$ cat src/rtl/sdcm_pkg.sv
package sdcm_pkg;

    typedef enum logic [2:0] {
        CMD_NOP = 3'd0,
        CMD_ACT = 3'd1,
        CMD_RD  = 3'd2,
        CMD_WR  = 3'd3,
        CMD_BST = 3'd4,
        CMD_PRE = 3'd5,
        CMD_REF = 3'd6,
        CMD_MRS = 3'd7
    } cmd_e;

    typedef enum logic [1:0] {
        BK_IDLE  = 2'd0,
        BK_OPEN  = 2'd1,
        BK_BURST = 2'd2,
        BK_RECOV = 2'd3
    } bank_e;

    localparam int NUM_VIOL   = 5;
    localparam int V_NOT_IDLE = 0;
    localparam int V_MRS_GAP  = 1;
    localparam int V_AP_LOCK  = 2;
    localparam int V_NOT_OPEN = 3;
    localparam int V_ACT_BUSY = 4;

    localparam int MRS_QUIET  = 2;

endpackage

$ cat src/rtl/sdcm_decode.sv
module sdcm_decode
    import sdcm_pkg::*;
(
    input  logic cs_n,
    input  logic ras_n,
    input  logic cas_n,
    input  logic we_n,
    output cmd_e cmd
);
    always_comb begin
        cmd = CMD_NOP;
        if (!cs_n) begin
            unique case ({ras_n, cas_n, we_n})
                3'b111: cmd = CMD_NOP;
                3'b011: cmd = CMD_ACT;
                3'b101: cmd = CMD_RD;
                3'b100: cmd = CMD_WR;
                3'b110: cmd = CMD_BST;
                3'b010: cmd = CMD_PRE;
                3'b001: cmd = CMD_REF;
                3'b000: cmd = CMD_MRS;
                default: cmd = CMD_NOP;
            endcase
        end
    end
endmodule

$ cat src/rtl/sdcm_bank.sv
module sdcm_bank
    import sdcm_pkg::*;
#(
    parameter int BURST_LEN = 4,
    parameter int TRP       = 3
) (
    input  logic  clk,
    input  logic  rst_n,
    input  logic  go_act,
    input  logic  go_rdwr_ap,
    input  logic  go_pre,
    input  logic  go_bst,
    output bank_e state_o
);
    localparam int CMAX = (BURST_LEN > TRP) ? BURST_LEN : TRP;
    localparam int CW   = $clog2(CMAX + 1);

    typedef struct packed {
        bank_e         st;
        logic [CW-1:0] cnt;
    } bank_s;

    bank_s d, q;

    always_comb begin
        d = q;
        unique case (q.st)
            BK_IDLE: begin
                if (go_act) d.st = BK_OPEN;
            end
            BK_OPEN: begin
                if (go_rdwr_ap) begin
                    if (BURST_LEN == 1) begin
                        d.st  = BK_RECOV;
                        d.cnt = CW'(TRP);
                    end else begin
                        d.st  = BK_BURST;
                        d.cnt = CW'(BURST_LEN - 1);
                    end
                end else if (go_pre) begin
                    d.st  = BK_RECOV;
                    d.cnt = CW'(TRP);
                end
            end
            BK_BURST: begin
                if (go_bst || q.cnt == CW'(1)) begin
                    d.st  = BK_RECOV;
                    d.cnt = CW'(TRP);
                end else begin
                    d.cnt = q.cnt - CW'(1);
                end
            end
            BK_RECOV: begin
                if (q.cnt <= CW'(1)) begin
                    d.st  = BK_IDLE;
                    d.cnt = '0;
                end else begin
                    d.cnt = q.cnt - CW'(1);
                end
            end
            default: d = q;
        endcase
    end

    always_ff @(posedge clk or negedge rst_n) begin
        if (!rst_n) begin
            q.st  <= BK_IDLE;
            q.cnt <= '0;
        end else begin
            q <= d;
        end
    end

    assign state_o = q.st;


    idle_to_burst_chk: assert property (@(posedge clk) disable iff (!rst_n)
        (q.st == BK_IDLE) |=> (q.st != BK_BURST));


    recov_hold_chk: assert property (@(posedge clk) disable iff (!rst_n)
        (q.st == BK_RECOV && q.cnt > CW'(1)) |=> (q.st == BK_RECOV));
endmodule

$ cat src/rtl/sdcm_dqm.sv
module sdcm_dqm #(
    parameter int RD_LAT = 2
) (
    input  logic clk,
    input  logic rst_n,
    input  logic dqm_i,
    output logic wr_en_o,
    output logic rd_oe_o
);
    typedef struct packed {
        logic [RD_LAT-1:0] pipe;
    } dqm_s;

    dqm_s d, q;

    always_comb begin
        d = q;
        if (RD_LAT > 1) d.pipe = {q.pipe[RD_LAT-2:0], dqm_i};
        else            d.pipe[0] = dqm_i;
    end

    always_ff @(posedge clk or negedge rst_n) begin
        if (!rst_n) q <= '0;
        else        q <= d;
    end

    assign wr_en_o = ~dqm_i;
    assign rd_oe_o = ~q.pipe[RD_LAT-1];


    oe_follows_mask_chk: assert property (@(posedge clk) disable iff (!rst_n)
        $fell(rd_oe_o) |-> $past(q.pipe[0]));
endmodule

$ cat src/rtl/sdram_cmd_monitor.sv
module sdram_cmd_monitor
    import sdcm_pkg::*;
#(
    parameter int BURST_LEN = 4,
    parameter int TRP       = 3,
    parameter int BA_W      = 2,
    parameter int RD_LAT    = 2
) (
    input  logic                       clk,
    input  logic                       rst_n,
    input  logic                       cs_n,
    input  logic                       ras_n,
    input  logic                       cas_n,
    input  logic                       we_n,
    input  logic [BA_W-1:0]            ba,
    input  logic                       addr_ap,
    input  logic                       dqm,
    output logic [2:0]                 cmd_o,
    output logic [2*(1<<BA_W)-1:0]     bank_state_o,
    output logic [NUM_VIOL-1:0]        viol_o,
    output logic                       err_sticky_o,
    output logic                       wr_data_en_o,
    output logic                       rd_dq_oe_o
);
    localparam int NB = 1 << BA_W;
    localparam int GW = $clog2(MRS_QUIET + 1);

    typedef struct packed {
        cmd_e                cmd;
        logic [NUM_VIOL-1:0] viol;
        logic                err;
        logic [GW-1:0]       gap;
    } mon_s;

    mon_s  d, q;
    cmd_e  cmd;
    bank_e st [NB];
    logic [NB-1:0] go_act, go_ap, go_pre, bursting, idle_v;
    logic [NUM_VIOL-1:0] v;
    logic ok, go_bst;

    sdcm_decode u_dec (
        .cs_n (cs_n),
        .ras_n(ras_n),
        .cas_n(cas_n),
        .we_n (we_n),
        .cmd  (cmd)
    );

    for (genvar i = 0; i < NB; i++) begin : g_bank
        sdcm_bank #(.BURST_LEN(BURST_LEN), .TRP(TRP)) u_bank (
            .clk       (clk),
            .rst_n     (rst_n),
            .go_act    (go_act[i]),
            .go_rdwr_ap(go_ap[i]),
            .go_pre    (go_pre[i]),
            .go_bst    (go_bst),
            .state_o   (st[i])
        );
        assign bursting[i] = (st[i] == BK_BURST);
        assign idle_v[i]   = (st[i] == BK_IDLE);
        assign bank_state_o[2*i +: 2] = st[i];
    end

    always_comb begin
        v = '0;
        if (cmd != CMD_NOP && q.gap != '0) v[V_MRS_GAP] = 1'b1;
        unique case (cmd)
            CMD_ACT: if (st[ba] != BK_IDLE) v[V_ACT_BUSY] = 1'b1;
            CMD_RD, CMD_WR: begin
                if (|bursting)         v[V_AP_LOCK]  = 1'b1;
                if (st[ba] != BK_OPEN) v[V_NOT_OPEN] = 1'b1;
            end
            CMD_REF, CMD_MRS: if (!(&idle_v)) v[V_NOT_IDLE] = 1'b1;
            default: ;
        endcase
        ok     = (v == '0);
        go_bst = ok && cmd == CMD_BST;
        for (int i = 0; i < NB; i++) begin
            go_act[i] = ok && cmd == CMD_ACT && ba == BA_W'(i);
            go_ap[i]  = ok && (cmd == CMD_RD || cmd == CMD_WR) && addr_ap && ba == BA_W'(i);
            go_pre[i] = ok && cmd == CMD_PRE && (addr_ap || ba == BA_W'(i));
        end

        d      = q;
        d.cmd  = cmd;
        d.viol = v;
        d.err  = q.err | (|v);
        if (ok && cmd == CMD_MRS)  d.gap = GW'(MRS_QUIET);
        else if (q.gap != '0)      d.gap = q.gap - GW'(1);
    end

    always_ff @(posedge clk or negedge rst_n) begin
        if (!rst_n) begin
            q.cmd  <= CMD_NOP;
            q.viol <= '0;
            q.err  <= 1'b0;
            q.gap  <= '0;
        end else begin
            q <= d;
        end
    end

    sdcm_dqm #(.RD_LAT(RD_LAT)) u_dqm (
        .clk    (clk),
        .rst_n  (rst_n),
        .dqm_i  (dqm),
        .wr_en_o(wr_data_en_o),
        .rd_oe_o(rd_dq_oe_o)
    );

    assign cmd_o        = q.cmd;
    assign viol_o       = q.viol;
    assign err_sticky_o = q.err;


    sticky_hold_chk: assert property (@(posedge clk) disable iff (!rst_n)
        q.err |=> q.err);


    viol_sets_err_chk: assert property (@(posedge clk) disable iff (!rst_n)
        (|q.viol) |-> q.err);


    single_burst_chk: assert property (@(posedge clk) disable iff (!rst_n)
        $countones(bursting) <= 1);
endmodule

$ cat config.mk
export PLATFORM = sky130hd
export DESIGN_NAME = sdram_cmd_monitor
export DESIGN_NICKNAME = d
export VERILOG_FILES = /design/src/rtl/sdcm_pkg.sv /design/src/rtl/sdcm_decode.sv /design/src/rtl/sdcm_bank.sv /design/src/rtl/sdcm_dqm.sv /design/src/rtl/sdram_cmd_monitor.sv
export SDC_FILE = /design/constraint.sdc
export NUM_CORES = 1
export LEC_CHECK = 0
export BUFFER_PORTS_ARGS = -buffer_cell sky130_fd_sc_hd__buf_2
export CORE_MARGIN = 8
export CORE_UTILIZATION = 55
export DETAILED_ROUTE_END_ITERATION = 6
export PLACE_DENSITY = 0.76
export SETUP_SLACK_MARGIN = 0.3
export SYNTH_ARGS = -nofsm -noshare
export SYNTH_HDL_FRONTEND = slang
export SYNTH_HIERARCHICAL = 1
export SYNTH_SLANG_ARGS = --single-unit
$ cat constraint.sdc
create_clock -name clk -period 3.4 [get_ports clk]
set_input_delay 0.68 -clock clk [delete_from_list [all_inputs] [get_ports clk]]
set_output_delay 0.68 -clock clk [all_outputs]
set_load 0.02 [all_outputs]
==> metrics.md <==
| Metric | Value |
|---|---|
| Status | `complete, no violations` |
| Synth Area in XOR/XNOR | `0.338%` |
| Startpoint Class | `primary input` |
| Initial core utilization | `approximately 56%` |
| Worst slew margin | `49.3%` |
| Internal power | `1.47 mW` |
| Largest family of logic cells by synthesized area | `simple AND/OR/NAND/NOR gates` |
| Vias in the first global route | `1913` |
| PwrDens | `956 mW/mm^2` |
| Hold Crit Start | `u_dqm/q[0]` |
| Wirelength, routed | `just over 5000 um` |
| Clock period minus worst slack | `roughly 2.8 ns` |
| Pre-CTS setup slack | `between 0.3 and 0.4 ns` |
| # resized after CTS | `0` |
| Register area share after synthesis | `31.8%` |
| Die ar. | `0.00717 sq mm` |
| Commonest non-fill, non-tap cell in the layout | `dfrtp_1` |
| Avg Cell Area, Syn | `9.57 sq um` |
| GRT overflow | `0` |
| #FFs+latches synth | `33` |
| Hold_buf cts | `0` |
| Synth Net Count | `between 300 and 400` |
| GRT met2 Usage | `between 20% and 30%` |
| Final WS setup | `0.598 ns` |
| Filler cell count | `397` |
| Gr usage total | `15.4%` |
| Drt wl/cell | `14.9 um` |
| Worst Hold Depth | `0` |
| Worst reg-to-reg path cell count | `8` |
| Adder-Cell Fraction of Synth Area | `12.1%` |
| Longest Clk Path Bufs | `2` |
| Switching Power | `1.21 mW` |
| GRT met1 Usage | `18.8%` |
| Die Ht | `84.7 um` |
| Peak supply drop | `a little under 0.5 mV` |
| Core Region | `0.00463 sq mm` |
| Sw Share | `45.3%` |
| Yosys warning count | `6` |
| Die width | `84.7 um` |
| Clock share of power | `14.2%` |
| Pin count of the biggest net entering global routing | `34` |
| Worst-path clk slew | `0.07 ns` |
| Mux cell area share after synthesis | `roughly 4%` |
| Final Setup Violations | `0` |
| Worst hold path class | `reg2reg` |
| RSZ-0062 raised after global routing | `no` |
| First-pass DRT Iterations | `6` |
| CP max FO | `8` |
| Final Max Tran Viols | `0` |
| Actual slew at the worst max-slew pin | `0.761 ns` |
| Synth Area in Simple Gates | `26.2%` |
| Seq. cell area | `826 sq um` |
| Post-DP HPWL | `3760 um` |
| Num CTS Buffers | `5` |
| Initial antenna violation count | `0` |
| Routed Antenna Nets | `0` |
| Nets | `326` |
| GRT busiest layer | `met2` |
| CP Class | `in2reg` |
| Area of the multi-input gates | `0.00154 sq mm` |
| Critical Path AT | `3.02 ns` |
| Comb pwr share | `57.4%` |
| Slack of the worst reg-to-reg path | `0.64 ns` |
| Area growth, synth to finish | `8.10%` |
| Sum Neg Setup Slack | `0 ns` |
| Mean number of vias per cell | `5.65` |
| PortBufs | `28` |
| Final Hold Vio Count | `0` |
| Root buf cell | `clkbuf_8` |
| Grt met3 use | `~4.8%` |
| R2r startpoint | `g_bank[2].u_bank/state_o[1]` |
| Synthesized netlist cell count | `271` |
| Synth unique cells | `44` |
| Antenna Cells | `0` |
| Number of remaining DRC errors | `0` |
| Via count | `1956` |
| Post-synth design cell area | `roughly 0.0026 sq mm` |
| Most frequent cells in the layout | `dfrtp_1, nor2_1, buf_2` |
| 1st-iter DRT viols | `65` |
| CTS tree | `yes` |
| Routability cong. | `0.819` |
| Clk_lat worst skew | `0.29 ns` |
| Final worst-path cycle share | `82.4%` |
| Max Fclk | `357 MHz` |
| Clock sink count | `33` |
| CTS H-tree lvls | `2` |
| R2R Path End | `g_bank[3].u_bank/q[0]` |
| Layout Skew | `0.00289 ns` |
| First-pass GRT wire length | `9000 um` |
| Fraction of final layout cells sized beyond drive strength 1 | `22.9%` |
| Synth Area in Compound Gates | `16.5%` |
| Hold path endpoint | `u_dqm/q[1]` |
| Max-Cap Viols | `0` |
| Reg power frac | `28.4%` |
| Leakage power | `about 1.3 nW` |
| Setup bufs post-CTS | `0` |
| Crit end category | `register` |
| Rows | `25` |
| Worst Path Required | `3.62 ns` |
| Num ports | `29` |
-- critical path, stage by stage --
cell,delay (ns)
buf_2,0.17
mux4_2,0.54
o21a_1,0.22
o21bai_4,0.19
nor4_1,0.47
nor3b_2,0.14
a311oi_1,0.39
nor2_1,0.07
a31oi_1,0.14
-- area by class of cell --
class                   instances  area share (%)
clock buffers                   5            2.45
clock inverters                 3            1.65
inverters                      26            3.48
multi-input cells             194            54.8
flip-flops and latches         33            29.5
well taps                      54            2.41
repair buffers                 31            5.80
-- stage by stage --
step,hold WS [ns],power (mW),cells,cell area [sq um],util [%]
floorplan,0.331,2.03,271,2590,-
CTS,0.353,2.69,346,2800,60.6
detailed placement,0.336,2.30,338,2690,58.1
global placement,0.332,2.25,338,2690,58.1
finish,0.349,2.68,346,2800,60.6
global route,0.357,2.93,346,2800,60.6
-- kinds of logic after synthesis --
kind of cell	count (synthesis)
AND/OR/NAND/NOR	107
AO/OA/AOI/OAI	55
buffers and inverters	44
flip-flops	33
adder cells (fa/ha/maj)	25
multiplexers	6
XOR/XNOR	1
-- worst max path at each step --
stage          startpoint                     endpoint  depth (start not counted)
2_1_floorplan       ras_n  g_bank[2].u_bank/state_o[1]                         10
3_3_place_gp        ba[1]  g_bank[2].u_bank/state_o[1]                          9
3_5_place_dp        ba[1]  g_bank[2].u_bank/state_o[1]                          9
4_1_cts             ba[1]        g_bank[3].u_bank/q[0]                          9
5_1_grt             ba[1]        g_bank[3].u_bank/q[0]                          9
6_report            ba[1]        g_bank[3].u_bank/q[0]                          9
-- power by group through the flow --
stage               clock [mW]  sequential [mW]  combinational (mW)
global placement             0            0.767                1.49
detailed placement           0            0.767                1.53
finish                   0.381            0.763                1.54
CTS                      0.391            0.761                1.54
floorplan                    0            0.682                1.35
global route             0.406            0.796                1.73
-- synth_stat cells --
cell type  number  area share [%]
a211oi_1        2            0.58
a21oi_1         5            0.96
a22o_1         12             4.1
a311oi_1        4             1.4
a31oi_1         4            0.96
and2b_1         2            0.58
and3_1          1            0.24
buf_4          16             4.6
buf_6           1            0.43
clkbuf_1        1            0.14
dfrtp_1        33              32
ha_1           25              12
inv_1          26             3.8
mux2_4          4             2.3
mux4_2          2             1.7
nand2_1        10             1.4
nand2b_1        9             2.2
nand2b_2        4             1.4
nand3_1         3            0.58
nand4_1         1            0.24
nand4b_1        1            0.34
nor2_1         30             4.3
nor2b_1        14             3.4
nor2b_2         4             1.4
nor3_1          5            0.96
nor3b_1         5             1.4
nor3b_2         4             1.9
nor4_1          3            0.72
nor4_4          4             3.3
nor4b_1         1            0.34
o211ai_1        4             1.2
o21a_1          1            0.29
o21ai_1         4            0.77
o21ai_2         4             1.4
o21bai_1        4             1.2
o21bai_4        1            0.72
o221ai_1        1            0.34
o2bb2ai_1       4             1.4
o31ai_1         4             1.2
o41ai_1         1            0.34
or2_1           4            0.96
or2_2           1            0.24
or4_1           1            0.29
xor2_1          1            0.34
-- registers in the layout, summed over array words and instances (netlist names) --
register               cells
g_bank.u_bank/q           12
g_bank.u_bank/state_o      8
u_dqm/q                    2
q                          2
err_sticky_o               1
cmd_o                      3
viol_o                     5
-- layer usage --
layer,vias up,part of all wire [%],wire length (um)
met5,-,0,0
met4,0,1.4,73
met3,8,5.0,256
met2,35,45,2330
met1,926,48,2490
li1,987,-,-
(Power assumes the default switching activity.)
